==> config.mk <==
export PLATFORM = sky130hd
export DESIGN_NAME = onoff_pwm
export DESIGN_NICKNAME = d
export VERILOG_FILES = /design/src/rtl/onoff_pwm.sv
export SDC_FILE = /design/constraint.sdc
export NUM_CORES = 1
export LEC_CHECK = 0
export BUFFER_PORTS_ARGS = -buffer_cell sky130_fd_sc_hd__buf_2
export CORE_MARGIN = 5
export CORE_UTILIZATION = 59
export CTS_CLUSTER_SIZE = 25
export DETAILED_ROUTE_END_ITERATION = 8
export GPL_TIMING_DRIVEN = 0
export PLACE_DENSITY = 0.75
export SYNTH_ARGS = -nofsm -noshare
export SYNTH_HDL_FRONTEND = slang
export SYNTH_SLANG_ARGS = --single-unit
==> constraint.sdc <==
create_clock -name clk -period 2.4 [get_ports clk]
set_clock_uncertainty 0.15 [all_clocks]
set_input_delay 0.36 -clock clk [delete_from_list [all_inputs] [get_ports clk]]
set_output_delay 0.36 -clock clk [all_outputs]
set_load 0.1 [all_outputs]
==> src/rtl/onoff_pwm.sv <==
module onoff_pwm #(
  parameter int CW = 16,
  parameter int PW = 4
) (
  input  logic          clk,
  input  logic          rst_n,
  input  logic          tick_fast,
  input  logic          tick_slow,
  input  logic          wr_en,
  input  logic [1:0]    reg_idx,
  input  logic [CW-1:0] wr_data,
  output logic [CW-1:0] rd_data,
  output logic          pwm_out
);
  localparam int GW = 3 + PW;

  logic [CW-1:0] on_r, off_r, lim, ccnt;
  logic [GW-1:0] cfg_r;
  logic [PW-1:0] pcnt;
  logic          ph_on;

  wire          run   = cfg_r[0];
  wire          tsel  = cfg_r[1];
  wire          pol   = cfg_r[2];
  wire [PW-1:0] pre   = cfg_r[GW-1:3];
  wire          tick  = tsel ? tick_slow : tick_fast;
  wire          pwrap = (pcnt >= pre);
  wire          adv   = run & tick & pwrap;
  wire          edge_ = adv & (ccnt == lim);

  always_ff @(posedge clk or negedge rst_n) begin
    if (!rst_n) begin
      on_r  <= '0;
      off_r <= '0;
      cfg_r <= '0;
    end else if (wr_en) begin
      case (reg_idx)
        2'd0:    on_r  <= wr_data;
        2'd1:    off_r <= wr_data;
        2'd2:    cfg_r <= wr_data[GW-1:0];
        default: ;
      endcase
    end
  end

  always_ff @(posedge clk or negedge rst_n) begin
    if (!rst_n) rd_data <= '0;
    else begin
      case (reg_idx)
        2'd0:    rd_data <= on_r;
        2'd1:    rd_data <= off_r;
        2'd2:    rd_data <= CW'(cfg_r);
        default: rd_data <= '0;
      endcase
    end
  end

  always_ff @(posedge clk or negedge rst_n) begin
    if (!rst_n)     pcnt <= '0;
    else if (!run)  pcnt <= '0;
    else if (tick)  pcnt <= pwrap ? '0 : pcnt + 1'b1;
  end

  always_ff @(posedge clk or negedge rst_n) begin
    if (!rst_n) begin
      ph_on <= 1'b1;
      ccnt  <= '0;
      lim   <= '0;
    end else if (!run) begin
      ph_on <= 1'b1;
      ccnt  <= '0;
      lim   <= on_r;
    end else if (edge_) begin
      ph_on <= ~ph_on;
      ccnt  <= '0;
      lim   <= ph_on ? off_r : on_r;
    end else if (adv) begin
      ccnt  <= ccnt + 1'b1;
    end
  end

  assign pwm_out = pol ^ (run & ph_on);

  assert_upper_zero_R2: assert property (@(posedge clk) disable iff (!rst_n)
    ($past(reg_idx) == 2'd2) |-> (rd_data[CW-1:GW] == '0));
  assert_phase_flip_R3: assert property (@(posedge clk) disable iff (!rst_n)
    ($past(run) && (ph_on != $past(ph_on))) |-> $past(adv && ccnt == lim));
  assert_adv_on_tick_R5: assert property (@(posedge clk) disable iff (!rst_n)
    ($past(run) && ccnt != $past(ccnt) && ccnt != '0) |-> $past(tick));
  assert_stopped_clear_R7: assert property (@(posedge clk) disable iff (!rst_n)
    !run |=> (ccnt == '0 && pcnt == '0 && ph_on));
  assert_start_on_R8: assert property (@(posedge clk) disable iff (!rst_n)
    $rose(run) |-> (ph_on && ccnt == '0 && pcnt == '0));
  assert_count_bound_R9: assert property (@(posedge clk) disable iff (!rst_n)
    run |-> (ccnt <= lim));
endmodule

==> results.txt, run 1 <==
Seq/Total Area, Yosys -> 52.8%
Final #Nets -> 426
vias in the first global route -> 3005
Commonest cells post-synth -> dfrtp_1, mux2_2, xor2_1
Final Slew Violations -> 0
largest net degree at the start of global routing -> 72
DP HPWL -> 6170 µm
synthesis-to-finish area growth -> 14.1%
DR pass1 iterations -> 4
FMAX -> 0.436 GHz
post-synth top area cell -> dfrtp_1
DR vias -> 2808
final period utilization -> 95.5%
IO Port Bufs -> 39
fillers -> 528
worst-path fanout max -> 10
initial antenna violation count -> 0
Post-Synthesis Cells -> 343
Routed WL -> 8620 µm
hold_ws -> 0.0925 ns
Crit Path Category -> reg -> reg
Seq cells post-synth -> 92
synth unique cells -> 42
Post-Syn Area -> 4360 µm²
CTS sink cnt -> 92
Die X -> 96.0 µm
Worst EP required -> 2.49 ns
# rows -> 31
DR vias/cell -> 5.60
CTS clk-pin slew, worst paths -> 0.09 ns
DR iter-0 viols -> 70
total negative slack -> 0 ns
FFs w/ async S/R, synth -> 100%
CTS tree -> done
CP Launch Type -> register
yosys warns -> 0
number of synthesized flops with an enable pin -> 0
first-pass GRT wire length -> 14800 µm
RSZ-0062 raised after global routing -> no
minimum clock period -> 2.29 ns
n_diodes -> 0
die area -> 9220 µm²
area of the multi-input gates -> 1980 µm²
Synthesized Nets -> 372
Synth Flop Type -> dfrtp_1
core area -> 7210 µm²
Peak VDD IR -> 0.000578 V
CP endpoint kind -> register
DRC -> 0
Leakage -> 0.00231 µW
H-tree Lvls -> 3
Area contributors post-synth -> dfrtp_1, mux2_2, xor2_1, mux2i_1, mux2_4
Reg area -> 2300 µm²
worst skew pair latency -> 0.35 ns
cell at the root of the clock tree -> clkbuf_8
worst slew pin tran -> 0.664 ns
share of post-route cells with drive strength above 1 -> 34.8%
Clock Path Buffers -> 2
GRT Overall Usage -> 21.3%
Worst Path Arrival -> 2.38 ns
final hold violations -> 0
outcome -> finished clean
Reg2Reg Setup Slack -> 0.11 ns
area share of the largest cell type after synthesis -> 52.2%
initial core utilization -> 60.5%
WL/cell -> 17.2 µm
Syn Area/Cell -> 12.7 µm²
GPL Wtd Cong -> 0.818
total CTS buffers -> 9
power per cell area -> 893 nW/µm²
count leader, synth -> dfrtp_1
Slew HR -> 55.6%
Routed Antenna Nets -> 0
die height -> 96.0 µm
Hold Path Class -> in -> reg
grt ovf -> 0
Final setup viols -> 0
number of max-cap violations -> 0
Top-Level Pins -> 40
-- worst paths after layout --
| path | from | endpoint | depth (start not counted) |
|---|---|---|---|
| setup / recovery | ccnt[4] | lim[13] | 6 |
| hold / removal | wr_data[14] | off_r[14] | 2 |
| setup reg to reg | ccnt[4] | lim[13] | 6 |
| hold reg to reg | off_r[2] | rd_data[2] | 2 |
| max in group asynchronous | rst_n | ph_on | 3 |
| min in group asynchronous | rst_n | cfg_r[2] | 2 |
-- registers in the layout, indices dropped and copies added (netlist names) --
signal   cells
lim         16
off_r       16
on_r        16
pcnt         4
cfg_r        7
ph_on        1
ccnt        16
rd_data     16
-- metal layers --
metal	GRT usage, %	routed length (µm)	up-vias
li1	-	-	1319
met5	0	0	-
met3	4.93	381	9
met4	6.75	129	0
met2	35.8	4360	59
met1	27.4	3750	1421
-- where the power goes --
| part | internal [µW] | switching [µW] |
|---|---|---|
| sequential | 1850 | 218 |
| clock | 466 | 546 |
| combinational | 569 | 803 |
| total | 2880 | 1570 |
-- cell families after synthesis --
logic type               after synthesis  synth area share [%]
multiplexers                          89                  23.4
XOR/XNOR                              30                  6.02
AND/OR/NAND/NOR                       78                  9.58
flip-flops                            92                  52.8
AO/OA/AOI/OAI                         28                  4.10
buffers and inverters                 20                  2.41
adder cells (fa/ha/maj)                6                  1.72
-- cells in the final DEF, fill, tap and decap left out, types with 2 or more instances in the layout --
cell type,instances
o21ai_0,12
buf_6,4
nor3_1,2
nor4_2,2
a21boi_0,2
nand3b_1,2
nand4_1,9
nand2_1,14
mux2_4,10
nor2_1,24
mux2i_1,17
a21oi_1,5
ha_1,6
mux2_1,11
or3_1,3
buf_4,5
nor3b_2,2
dfrtp_1,91
clkbuf_1,5
buf_2,40
nand3_1,12
nor2b_1,2
o211ai_1,2
inv_1,5
clkbuf_8,13
mux2_2,50
xor2_1,28
-- worst max-delay path, cell delays in order, from the launching register on --
cell and delay (ns):
dfrtp_1 0.45, xor2_1 0.18, nor4_1 0.37, nand4_2 0.25, o21ai_4 0.26, buf_6 0.21, mux2_4 0.31
-- layout make-up --
class                   instances  share of cell area (%)
flip-flops and latches         92                    46.3
multi-input cells             231                    39.8
repair buffers                 43                    5.15
clock buffers                  12                    3.32
well taps                      99                    2.49
plain buffers                  14                    1.93
clock inverters                 4                   0.603
inverters                       6                   0.452
-- per-stage QoR --
step / cell area [µm²] / util, % / setup WS (ns) / cells / power, µW
2_1_floorplan: 4380 / - / 0.254 / 343 / 3110
3_3_place_gp: 4700 / 65.2 / -0.245 / 481 / 3390
3_5_place_dp: 4730 / 65.6 / -0.276 / 482 / 3440
4_1_cts: 4950 / 68.6 / 0.00166 / 499 / 4470
5_1_grt: 4980 / 69.0 / 0.00881 / 501 / 4700
6_report: 4980 / 69.0 / 0.108 / 501 / 4450
-- what timing repair did --
item,CTS,global route
pin swaps,0,1
hold endpoints to repair,21,0
endpoints found under the setup margin,10,29
hold buffers,1,0
buffers inserted,0,2
gates resized for setup,5,8
Power figures use the tool's default switching activity.
==> run 2: changes to the inputs <==
CORE_UTILIZATION = 53   (was 59)
PLACE_DENSITY = 0.71   (was 0.75)
RECOVER_POWER = 25   (was default)
clock period = 1.9 ns   (was 2.4 ns; I/O delays follow)
==> run 2 against run 1 <==
Against the previous run:
- the run now ends with setup timing left
- sequential share of layout area fell by 5.3 points
- power rose by 38%
- fmax rose by 6.2%
- sequential cell count unchanged
- wire length grew 15%
- first-iteration DRC count grew 54%
- critical path depth increased by 1
- die area rose by 10%
- combinational power increased by 67%
- critical path type unchanged
- critical endpoint unchanged
==> results.txt, run 2 (synthesis gave the netlist of run 1 again) <==
outcome -> finished with violations (was finished clean)
failing checks -> setup timing
vias in the first global route -> 3106 (was 3005)
Reg2Reg Setup Slack -> -0.26 ns (was 0.11 ns)
CTS tree -> done (unchanged)
fin cells -> 557 (was 501)
fin util -> 69.3% (was 69.0%)
cell at the root of the clock tree -> clkbuf_8 (unchanged)
total CTS buffers -> 9 (unchanged)
DR vias/cell -> 5.54 (was 5.60)
CP Cell Sequence -> ha_4 > o211ai_1 > o21ai_2 > nand2_2 > o21ai_4 > buf_6 > mux2_4 (was xor2_1 > nor4_1 > nand4_2 > o21ai_4 > buf_6 > mux2_4)
number of max-cap violations -> 0 (unchanged)
DR pass1 iterations -> 4 (unchanged)
DR iter-0 viols -> 108 (was 70)
reg2reg path depth -> 7 (was 6)
RR Startpoint -> pcnt[3] (was ccnt[4])
Slew HR -> 19.7% (was 55.6%)
CTS clk-pin slew, worst paths -> 0.09 ns (about the same)
die height -> 101 µm (was 96.0 µm)
DRC -> 0 (unchanged)
Bufs and invs on worst path -> 1 (unchanged)
most frequent cells in the layout -> dfrtp_1, mux2_2, buf_4 (was dfrtp_1, mux2_2, buf_2)
n_diodes -> 0 (unchanged)
Worst Path Arrival -> 2.25 ns (was 2.38 ns)
share of post-route cells with drive strength above 1 -> 49.8% (was 34.8%)
Top-Level Pins -> 40 (unchanged)
FMAX -> 0.463 GHz (was 0.436 GHz)
CP Launch Type -> register (unchanged)
Final setup viols -> 35 (was 0)
HP Start -> wr_data[11] (was wr_data[14])
Total Power -> 6120 µW (was 4450 µW)
grt ovf -> 0 (unchanged)
Final #Nets -> 477 (was 426)
Worst EP required -> 2.00 ns (was 2.49 ns)
largest net degree at the start of global routing -> 48 (was 72)
Routed Antenna Nets -> 0 (unchanged)
DR vias -> 3084 (was 2808)
Routed WL -> 9890 µm (was 8620 µm)
DP HPWL -> 6190 µm (was 6170 µm)
CP endpoint kind -> register (unchanged)
Setup WS post-layout -> -0.258 ns (was 0.108 ns)
CTS sink cnt -> 92 (unchanged)
worst slew pin tran -> 1.20 ns (was 0.664 ns)
worst hold stages -> 2 (unchanged)
CP top delay family -> compound AO/OA/AOI/OAI gates (was simple AND/OR/NAND/NOR gates)
power per cell area -> 1090 nW/µm² (was 893 nW/µm²)
CP max stage cell -> dfrtp_1 (unchanged)
most common cell after layout, fill and taps aside -> dfrtp_1 (unchanged)
GRT Overall Usage -> 20.3% (was 21.3%)
worst skew pair latency -> 0.37 ns (was 0.35 ns)
Hold Path Class -> in -> reg (unchanged)
Inst Count DP -> 488 (was 482)
# rows -> 33 (was 31)
Leakage -> 0.00260 µW (was 0.00231 µW)
worst-path fanout max -> 5 (was 10)
Clock Path Buffers -> 2 (unchanged)
GPL Wtd Cong -> 0.754 (was 0.818)
H-tree Lvls -> 3 (unchanged)
Die X -> 101 µm (was 96.0 µm)
RSZ-0062 raised after global routing -> yes (was no)
synthesis-to-finish area growth -> 29.2% (was 14.1%)
fillers -> 599 (was 528)
initial antenna violation count -> 0 (unchanged)
Endpoint, Worst Hold -> on_r[11] (was off_r[14])
RR Endpoint -> lim[13] (unchanged)
core area -> 8130 µm² (was 7210 µm²)
IO Port Bufs -> 39 (unchanged)
Peak VDD IR -> 0.000602 V (was 0.000578 V)
Final Slew Violations -> 0 (unchanged)
die area -> 10100 µm² (was 9220 µm²)
final period utilization -> 114% (was 95.5%)
initial core utilization -> 53.7% (was 60.5%)
final hold violations -> 0 (unchanged)
first-pass GRT wire length -> 15800 µm (was 14800 µm)
minimum clock period -> 2.16 ns (was 2.29 ns)
WL/cell -> 17.8 µm (was 17.2 µm)
Crit Path Category -> reg -> reg (unchanged)
Max stage delay on crit path -> 0.42 ns (was 0.45 ns)
## run 2: changes by cell type in the layout (fill, tap and decap cells not counted), sizes merged
cell         previous run  this run
buf                    50        98
dlygate4sd3             1         2
inv                     7         8
## run 2: area by class of cell
class / instances / area, µm² / area share, %
plain buffers: 12 / 98.8 / 1.75
clock buffers: 10 / 138 / 2.44
clock inverters: 5 / 35.0 / 0.621
inverters: 6 / 22.5 / 0.399
multi-input cells: 231 / 2170 / 38.5
flip-flops and latches: 92 / 2310 / 41.0
well taps: 105 / 131 / 2.33
repair buffers: 96 / 733 / 13.0
## run 2: worst max path at each step
stage	startpoint	to	slack (ns)	cells after the start
after floorplan	pcnt[3]	lim[0]	-0.16	7
final	pcnt[3]	lim[13]	-0.26	7
after global routing	cfg_r[1]	ccnt[14]	-0.35	5
after global placement	reg_idx[1]	on_r[11]	-0.47	5
after CTS	ccnt[1]	lim[13]	-0.29	7
after detailed placement	reg_idx[1]	on_r[14]	-0.50	5
## run 2: routing by layer
metal / track usage, % / routed length (µm) / up-vias
met3: 3.25 / 408 / 20
met1: 26.3 / 4290 / 1567
met4: 9.43 / 297 / 0
met5: 0 / 0 / -
met2: 33.5 / 4900 / 82
li1: - / - / 1415
## run 2: worst reg2reg max path: stages (launching register included)
cell      delay, ns
dfrtp_1        0.42
ha_4           0.28
o211ai_1       0.12
o21ai_2        0.18
nand2_2        0.10
o21ai_4        0.29
buf_6          0.19
mux2_4         0.30
## run 2: timing repair
| item | 4_1_cts | 5_1_grt |
|---|---|---|
| hold endpoints to repair | 47 | 0 |
| pin swaps | 31 | 28 |
| gates resized for setup | 37 | 33 |
| hold buffers | 2 | 0 |
| buffers inserted | 25 | 26 |
| gates cloned | 3 | 1 |
| setup endpoints to repair | 44 | 52 |
## run 2: metrics by stage
step	setup slack [ns]	TNS [ns]	hold slack (ns)	cell area, µm²
CTS	-0.290	-6.80	0.00168	5360
global route	-0.345	-10.39	0.00565	5640
floorplan	-0.157	-2.35	-0.161	4420
finish	-0.258	-7.19	0.0113	5640
global placement	-0.471	-60.86	0.329	4740
detailed placement	-0.502	-20.00	0.196	4770
## run 2: where the power goes
| part | internal, µW | switching, µW |
|---|---|---|
| clock | 509 | 714 |
| sequential | 2330 | 276 |
| combinational | 1100 | 1190 |
